$ cat config.mk
export PLATFORM = sky130hd
export DESIGN_NAME = spi_duplex_ctrl
export DESIGN_NICKNAME = d
export VERILOG_FILES = /design/src/rtl/sdc_pkg.sv /design/src/rtl/sdc_sync.sv /design/src/rtl/sdc_fifo.sv /design/src/rtl/sdc_engine.sv /design/src/rtl/spi_duplex_ctrl.sv
export SDC_FILE = /design/constraint.sdc
export NUM_CORES = 1
export LEC_CHECK = 0
export ABC_AREA = 0
export BUFFER_PORTS_ARGS = -buffer_cell sky130_fd_sc_hd__buf_2
export CAP_MARGIN = 20
export CORE_MARGIN = 8
export CORE_UTILIZATION = 40
export DETAILED_ROUTE_END_ITERATION = 12
export PLACE_DENSITY = 0.64
export SETUP_SLACK_MARGIN = 0.3
export SKIP_CTS_REPAIR_TIMING = 1
export SLEW_MARGIN = 10
export SYNTH_ARGS = -nofsm -noshare
export SYNTH_HDL_FRONTEND = slang
export SYNTH_SLANG_ARGS = --single-unit
export TNS_END_PERCENT = 50
$ cat constraint.sdc
create_clock -name clk -period 3.79 [get_ports clk]
set_clock_uncertainty 0.15 [all_clocks]
set_input_delay 0.5685 -clock clk [delete_from_list [all_inputs] [get_ports clk]]
set_output_delay 0.5685 -clock clk [all_outputs]
set_load 0.01 [all_outputs]
$ cat src/rtl/sdc_pkg.sv
package sdc_pkg;
  typedef enum logic [1:0] {
    MS_IDLE,
    MS_LOW,
    MS_HIGH
  } sdc_mst_e;
endpackage

$ cat src/rtl/sdc_sync.sv
module sdc_sync #(
  parameter int N = 1,
  parameter int STAGES = 2,
  parameter logic [N-1:0] RSTV = '0
) (
  input  logic         clk,
  input  logic         rst,
  input  logic [N-1:0] d,
  output logic [N-1:0] q
);
  logic [N-1:0] stg [STAGES];

  for (genvar g = 0; g < STAGES; g++) begin : g_stage
    always_ff @(posedge clk) begin
      if (rst) stg[g] <= RSTV;
      else if (g == 0) stg[g] <= d;
      else stg[g] <= stg[(g == 0) ? 0 : g-1];
    end
  end

  assign q = stg[STAGES-1];
endmodule

$ cat src/rtl/sdc_fifo.sv
module sdc_fifo #(
  parameter int W = 8,
  parameter int DEPTH = 8
) (
  input  logic                     clk,
  input  logic                     rst,
  input  logic                     push,
  input  logic [W-1:0]             wdata,
  input  logic                     pop,
  output logic [W-1:0]             head,
  output logic                     full,
  output logic                     empty,
  output logic [$clog2(DEPTH):0]   level
);
  localparam int AW = $clog2(DEPTH);

  logic [W-1:0] mem [DEPTH];
  logic [AW:0]  wptr, rptr;
  logic         do_push, do_pop;

  assign empty   = (wptr == rptr);
  assign full    = (wptr[AW] != rptr[AW]) && (wptr[AW-1:0] == rptr[AW-1:0]);
  assign level   = wptr - rptr;
  assign do_push = push && !full;
  assign do_pop  = pop && !empty;
  assign head    = mem[rptr[AW-1:0]];

  always_ff @(posedge clk) begin
    if (do_push) mem[wptr[AW-1:0]] <= wdata;
  end

  always_ff @(posedge clk) begin
    if (rst) begin
      wptr <= '0;
      rptr <= '0;
    end else begin
      if (do_push) wptr <= wptr + 1'b1;
      if (do_pop)  rptr <= rptr + 1'b1;
    end
  end

  // a push into a full FIFO leaves the count unchanged
  p_no_overflow_r7: assert property (@(posedge clk) disable iff (rst)
    full && push && !pop |=> full && (level == $past(level)));
  // a pop from an empty FIFO leaves it empty
  p_no_underflow_r8: assert property (@(posedge clk) disable iff (rst)
    empty && pop && !push |=> empty);
endmodule

$ cat src/rtl/sdc_engine.sv
module sdc_engine
  import sdc_pkg::*;
#(
  parameter int W = 8,
  parameter int DIVW = 8
) (
  input  logic            clk,
  input  logic            rst,
  input  logic            en,
  input  logic            master,
  input  logic [DIVW-1:0] div,
  input  logic [W-1:0]    tx_head,
  input  logic            tx_empty,
  output logic            tx_pop,
  output logic            rx_push,
  output logic [W-1:0]    rx_word,
  input  logic            sck_s,
  input  logic            ss_s,
  input  logic            mosi_s,
  input  logic            miso_in,
  output logic            sck_o,
  output logic            ss_n_o,
  output logic            sdata
);
  localparam int BW = (W > 1) ? $clog2(W) : 1;
  localparam logic [BW-1:0] LASTB = BW'(W-1);

  sdc_mst_e        st;
  logic [W-1:0]    sh, rsh;
  logic [BW-1:0]   bitcnt;
  logic [DIVW-1:0] cnt, last_cnt;
  logic            sck_d, ss_d;
  logic            m_on, s_on, s_rise, s_fall, ss_fall, half_done;

  assign m_on      = en && master;
  assign s_on      = en && !master;
  assign last_cnt  = (div == '0) ? '0 : div - 1'b1;
  assign half_done = (cnt == last_cnt);
  assign s_rise    = s_on && !ss_s && sck_s && !sck_d;
  assign s_fall    = s_on && !ss_s && !sck_s && sck_d;
  assign ss_fall   = s_on && !ss_s && ss_d;
  assign sdata     = sh[W-1];

  always_comb begin
    tx_pop  = 1'b0;
    rx_push = 1'b0;
    rx_word = rsh;
    if (m_on) begin
      if (st == MS_IDLE && !tx_empty) tx_pop = 1'b1;
      if (st == MS_HIGH && half_done && bitcnt == LASTB) begin
        rx_push = 1'b1;
        tx_pop  = !tx_empty;
      end
    end else if (s_on) begin
      if ((ss_fall || (s_fall && bitcnt == '0)) && !tx_empty) tx_pop = 1'b1;
      if (s_rise && bitcnt == LASTB) begin
        rx_push = 1'b1;
        rx_word = {rsh[W-2:0], mosi_s};
      end
    end
  end

  always_ff @(posedge clk) begin
    if (rst || !en) begin
      st     <= MS_IDLE;
      sh     <= '0;
      rsh    <= '0;
      bitcnt <= '0;
      cnt    <= '0;
      sck_o  <= 1'b0;
      ss_n_o <= 1'b1;
      sck_d  <= 1'b0;
      ss_d   <= 1'b1;
    end else begin
      sck_d <= sck_s;
      ss_d  <= ss_s;
      if (master) begin
        case (st)
          MS_IDLE: if (!tx_empty) begin
            sh     <= tx_head;
            ss_n_o <= 1'b0;
            cnt    <= '0;
            bitcnt <= '0;
            st     <= MS_LOW;
          end
          MS_LOW: if (half_done) begin
            cnt   <= '0;
            sck_o <= 1'b1;
            rsh   <= {rsh[W-2:0], miso_in};
            st    <= MS_HIGH;
          end else cnt <= cnt + 1'b1;
          MS_HIGH: if (half_done) begin
            cnt   <= '0;
            sck_o <= 1'b0;
            if (bitcnt == LASTB) begin
              bitcnt <= '0;
              if (!tx_empty) begin
                sh <= tx_head;
                st <= MS_LOW;
              end else begin
                ss_n_o <= 1'b1;
                st     <= MS_IDLE;
              end
            end else begin
              sh     <= sh << 1;
              bitcnt <= bitcnt + 1'b1;
              st     <= MS_LOW;
            end
          end else cnt <= cnt + 1'b1;
          default: st <= MS_IDLE;
        endcase
      end else begin
        if (ss_s) bitcnt <= '0;
        else if (ss_fall) begin
          sh     <= tx_empty ? '0 : tx_head;
          bitcnt <= '0;
        end else begin
          if (s_rise) begin
            rsh    <= {rsh[W-2:0], mosi_s};
            bitcnt <= (bitcnt == LASTB) ? '0 : bitcnt + 1'b1;
          end
          if (s_fall) begin
            if (bitcnt == '0) sh <= tx_empty ? '0 : tx_head;
            else sh <= sh << 1;
          end
        end
      end
    end
  end

  // select is already low whenever the master clock rises
  p_ss_before_clk_r5: assert property (@(posedge clk) disable iff (rst)
    $rose(sck_o) |-> !ss_n_o);
  // the clock rests low while select is high
  p_idle_low_r3: assert property (@(posedge clk) disable iff (rst)
    ss_n_o |-> !sck_o);
endmodule

$ cat src/rtl/spi_duplex_ctrl.sv
module spi_duplex_ctrl #(
  parameter int W = 8,
  parameter int DEPTH = 8,
  parameter int DIVW = 8
) (
  input  logic                       clk,
  input  logic                       rst,
  input  logic                       en,
  input  logic                       master,
  input  logic [DIVW-1:0]            div,
  input  logic                       tx_wr,
  input  logic [W-1:0]               tx_wdata,
  output logic                       tx_full,
  output logic                       tx_empty,
  output logic [$clog2(DEPTH):0]     tx_level,
  input  logic                       rx_rd,
  output logic [W-1:0]               rx_rdata,
  output logic                       rx_full,
  output logic                       rx_empty,
  output logic [$clog2(DEPTH):0]     rx_level,
  output logic                       rx_overrun,
  input  logic                       sck_i,
  output logic                       sck_o,
  output logic                       sck_oe,
  input  logic                       ss_n_i,
  output logic                       ss_n_o,
  output logic                       ss_oe,
  input  logic                       mosi_i,
  output logic                       mosi_o,
  output logic                       mosi_oe,
  input  logic                       miso_i,
  output logic                       miso_o,
  output logic                       miso_oe
);
  logic [W-1:0] tx_head, rx_head, rx_word;
  logic         tx_pop, rx_push, sdata;
  logic [2:0]   pin_s;

  sdc_sync #(.N(3), .STAGES(2), .RSTV(3'b010)) u_sync (
    .clk(clk), .rst(rst), .d({sck_i, ss_n_i, mosi_i}), .q(pin_s)
  );

  sdc_fifo #(.W(W), .DEPTH(DEPTH)) u_txf (
    .clk(clk), .rst(rst), .push(tx_wr), .wdata(tx_wdata), .pop(tx_pop),
    .head(tx_head), .full(tx_full), .empty(tx_empty), .level(tx_level)
  );

  sdc_fifo #(.W(W), .DEPTH(DEPTH)) u_rxf (
    .clk(clk), .rst(rst), .push(rx_push), .wdata(rx_word), .pop(rx_rd),
    .head(rx_head), .full(rx_full), .empty(rx_empty), .level(rx_level)
  );

  sdc_engine #(.W(W), .DIVW(DIVW)) u_eng (
    .clk(clk), .rst(rst), .en(en), .master(master), .div(div),
    .tx_head(tx_head), .tx_empty(tx_empty), .tx_pop(tx_pop),
    .rx_push(rx_push), .rx_word(rx_word),
    .sck_s(pin_s[2]), .ss_s(pin_s[1]), .mosi_s(pin_s[0]), .miso_in(miso_i),
    .sck_o(sck_o), .ss_n_o(ss_n_o), .sdata(sdata)
  );

  assign mosi_o = sdata;
  assign miso_o = sdata;

  always_ff @(posedge clk) begin
    if (rst) begin
      sck_oe     <= 1'b0;
      ss_oe      <= 1'b0;
      mosi_oe    <= 1'b0;
      miso_oe    <= 1'b0;
      rx_rdata   <= '0;
      rx_overrun <= 1'b0;
    end else begin
      sck_oe  <= en && master;
      ss_oe   <= en && master;
      mosi_oe <= en && master;
      miso_oe <= en && !master && !pin_s[1];
      if (rx_rd && !rx_empty) rx_rdata <= rx_head;
      if (!en) rx_overrun <= 1'b0;
      else if (rx_push && rx_full) rx_overrun <= 1'b1;
    end
  end

  // disabling releases every pad one cycle later
  p_pins_off_r2: assert property (@(posedge clk) disable iff (rst)
    !en |=> !(sck_oe || ss_oe || mosi_oe || miso_oe));
  // a word arriving at a full receive FIFO raises the overrun flag
  p_overrun_r9: assert property (@(posedge clk) disable iff (rst)
    rx_push && rx_full |=> rx_overrun);
  // the data pins never drive in opposite roles together
  p_miso_dir_r1: assert property (@(posedge clk) disable iff (rst)
    miso_oe |-> !(mosi_oe || sck_oe));
endmodule

==> results.cfg <==
[outcome]
status = finished, final reports clean

[global_route]
grt_usage_pct = 13.99
grt-ovfl-total = 0
grt_pass1_wl_um = 30950
grt_pass1_vias = 5754
grt_max_degree = 38
antenna_found_initial = 1

[cells_and_area]
area_growth_pct = 15.74
seq_area_mm2 = 0.005225
drive_gt1_share_pct = 24.97
final_common_cell = edfxtp_1
final_area_mm2 = 0.01044
multiInputGateArea_mm2 = 0.003555
fillers = 1978
diodes = 0
utilization_pct = 46.68
fin_nets = 799
mostFrequentLayoutCells = 128 x edfxtp_1, 69 x dfxtp_1, 54 x buf_2

[floorplanning]
fp.dieH_um = 166.2
num_rows = 55
start_util_pct = 40.33
io_pins = 55
die-area_mm2 = 0.02761
die_w_um = 166.2
core_area_mm2 = 0.02237

[clock_network]
clk_latency_ns = 0.43
htreeDepth = 4
tritoncts = built
clock_path_buffers = 2
cts_made_buffers = 17
cts_sinks = 197
clkTransAtPathRegs_ns = 0.07
root_buffer = clkbuf_16

[timing]
min_period_ns = 3.364
hold_viol_final = 0
worst_pin_slew_ns = 0.7863
report.final.slew_viol_count = 0
fmax_mhz = 297.2
timing.setup.tns_ns = 0
fin_crit_sh_pct = 88.77
finalSetupViolCount = 0
grt_setup_unrepaired = false
relSlewSlack_pct = 47.51

[routing]
drt_iter0_markers = 328
drtPass1Iterations = 5
wl_per_cell_um = 17.91
ant_nets = 0
vias = 5619
wl_um = 18810
drc = 0
routed_via_density = 5.351

[logic_synthesis]
synth_fp_nets = 739
yosysTopAreaCell = edfxtp_1
ys_seq_elements = 197
seq_area_frac_synth_pct = 57.93
netlist_instances = 692
synth_area_leaders = edfxtp_1 43%, dfxtp_1 15%, mux4_2 8.0%
synth_top_area_share_pct = 42.61
yosys_warnings = 0
ys.flop_type = edfxtp_1
synth_edf_count = 128
syn_area_per_cell_um2 = 13.03
yosys.cell_types.count = 83
syn_area_mm2 = 0.009020
async_reset_ff_share_pct = 0

[worst_setup_path]
critPathLaunchType = input pin
worstPathRequired_ns = 3.78
critPathArrivalTime_ns = 3.36
path_class = input pin to flip-flop
cp-end-kind = flip-flop
critPathMaxFanout = 8

[flow_run]
drv_cap = 0

[place]
dpl_cell_area_mm2 = 0.009811
gp_congestion = 0.7950
port_buffers = 54
post-dp-hpwl_um = 13690

[power]
power_density_mw_per_mm2 = 427.3
p_leak_nw = 3.540
vdd_ir_drop_max_mv = 0.3138

[hold_path]
hold_class = input pin to flip-flop
## layout make-up
cell class,count,area share [%]
Sequential cell,197,50.05
Multi-Input combinational cell,421,34.05
Timing Repair Buffer,86,5.249
Clock buffer,17,4.075
Tap cell,285,3.416
Clock inverter,15,1.954
Inverter,29,1.210
## routing by layer
layer  track usage [%]  share of wire, %  vias up
met5                 0             0.053        -
li1                  -                 -     2746
met4             4.111               1.0        2
met2             23.35                48      123
met3             3.352               5.3       18
met1             17.80                45     2730
## critical path, cell delays in order
cell and delay (ns):
buf_2 0.18, inv_12 0.03, ha_4 0.17, or2b_1 0.27
o221ai_1 0.20, a221oi_1 0.11, or4_1 0.58, or4_4 0.54
and2_4 0.21, buf_12 0.14, nor4_4 0.13, buf_4 0.22
## cells by family (layout without fill, tap and decap cells)
logic type,after synthesis,in the layout,synth area share (%)
and+or+nand+nor,204,204,12.62
DFF,197,197,57.93
AOI/OAI and AO/OA,109,109,8.851
buffers and inverters,74,147,3.495
muxes,69,69,12.28
adders and majority gates,21,21,3.080
xor gates and xnor gates,18,18,1.748
## cells in the mapped netlist, types with 14 or more instances
cell / instances
clkbuf_1: 31
nand3_1: 16
nand2_1: 53
a21oi_1: 25
ha_1: 19
inv_1: 28
mux4_2: 32
nor3_1: 19
dfxtp_1: 69
edfxtp_1: 128
nor2b_1: 16
mux2i_1: 24
nor2_1: 35
o21ai_0: 14
## registers in the layout, summed over array words and instances (netlist names), 2 cells and up, named ones only
register / flops
u_rxf.mem: 64
u_txf.mem: 64
rx_rdata: 8
u_eng.cnt: 8
u_eng.rsh: 8
u_eng.sh: 8
u_sync.stg: 6
u_rxf.rptr: 4
u_rxf.wptr: 4
u_txf.rptr: 4
u_txf.wptr: 4
u_eng.bitcnt: 3
u_eng.st: 2
## where the power goes
group,switching [mW],internal [mW]
logic,0.170,0.122
clock network,0.898,0.960
registers,0.0157,2.30
total,1.08,3.38
## worst paths after layout
path / start / endpoint / slack [ns] / depth (start not counted)
setup / recovery: div[1] / u_rxf.mem[0][0] / 0.43 / 12
hold / removal: ss_n_i / u_sync.stg[0][1] / 0.18 / 2
setup reg to reg: u_rxf.wptr[0] / u_rxf.mem[0][0] / 0.63 / 10
hold reg to reg: u_sync.stg[0][1] / u_sync.stg[1][1] / 0.26 / 1
## per-stage QoR
| step | worst slack (ns) | power (mW) | instances | hold WS (ns) |
|---|---|---|---|---|
| 2_1_floorplan | -0.008227 | 2.559 | 692 | 0.2395 |
| 3_3_place_gp | 0.03899 | 2.651 | 1018 | 0.2425 |
| 3_5_place_dp | -0.01464 | 2.656 | 1018 | 0.2442 |
| 4_1_cts | 0.4321 | 4.502 | 1050 | 0.1652 |
| 5_1_grt | 0.3296 | 4.615 | 1050 | 0.1680 |
| 6_report | 0.4257 | 4.461 | 1050 | 0.1814 |
No activity file was read; power rests on OpenSTA's default activity.
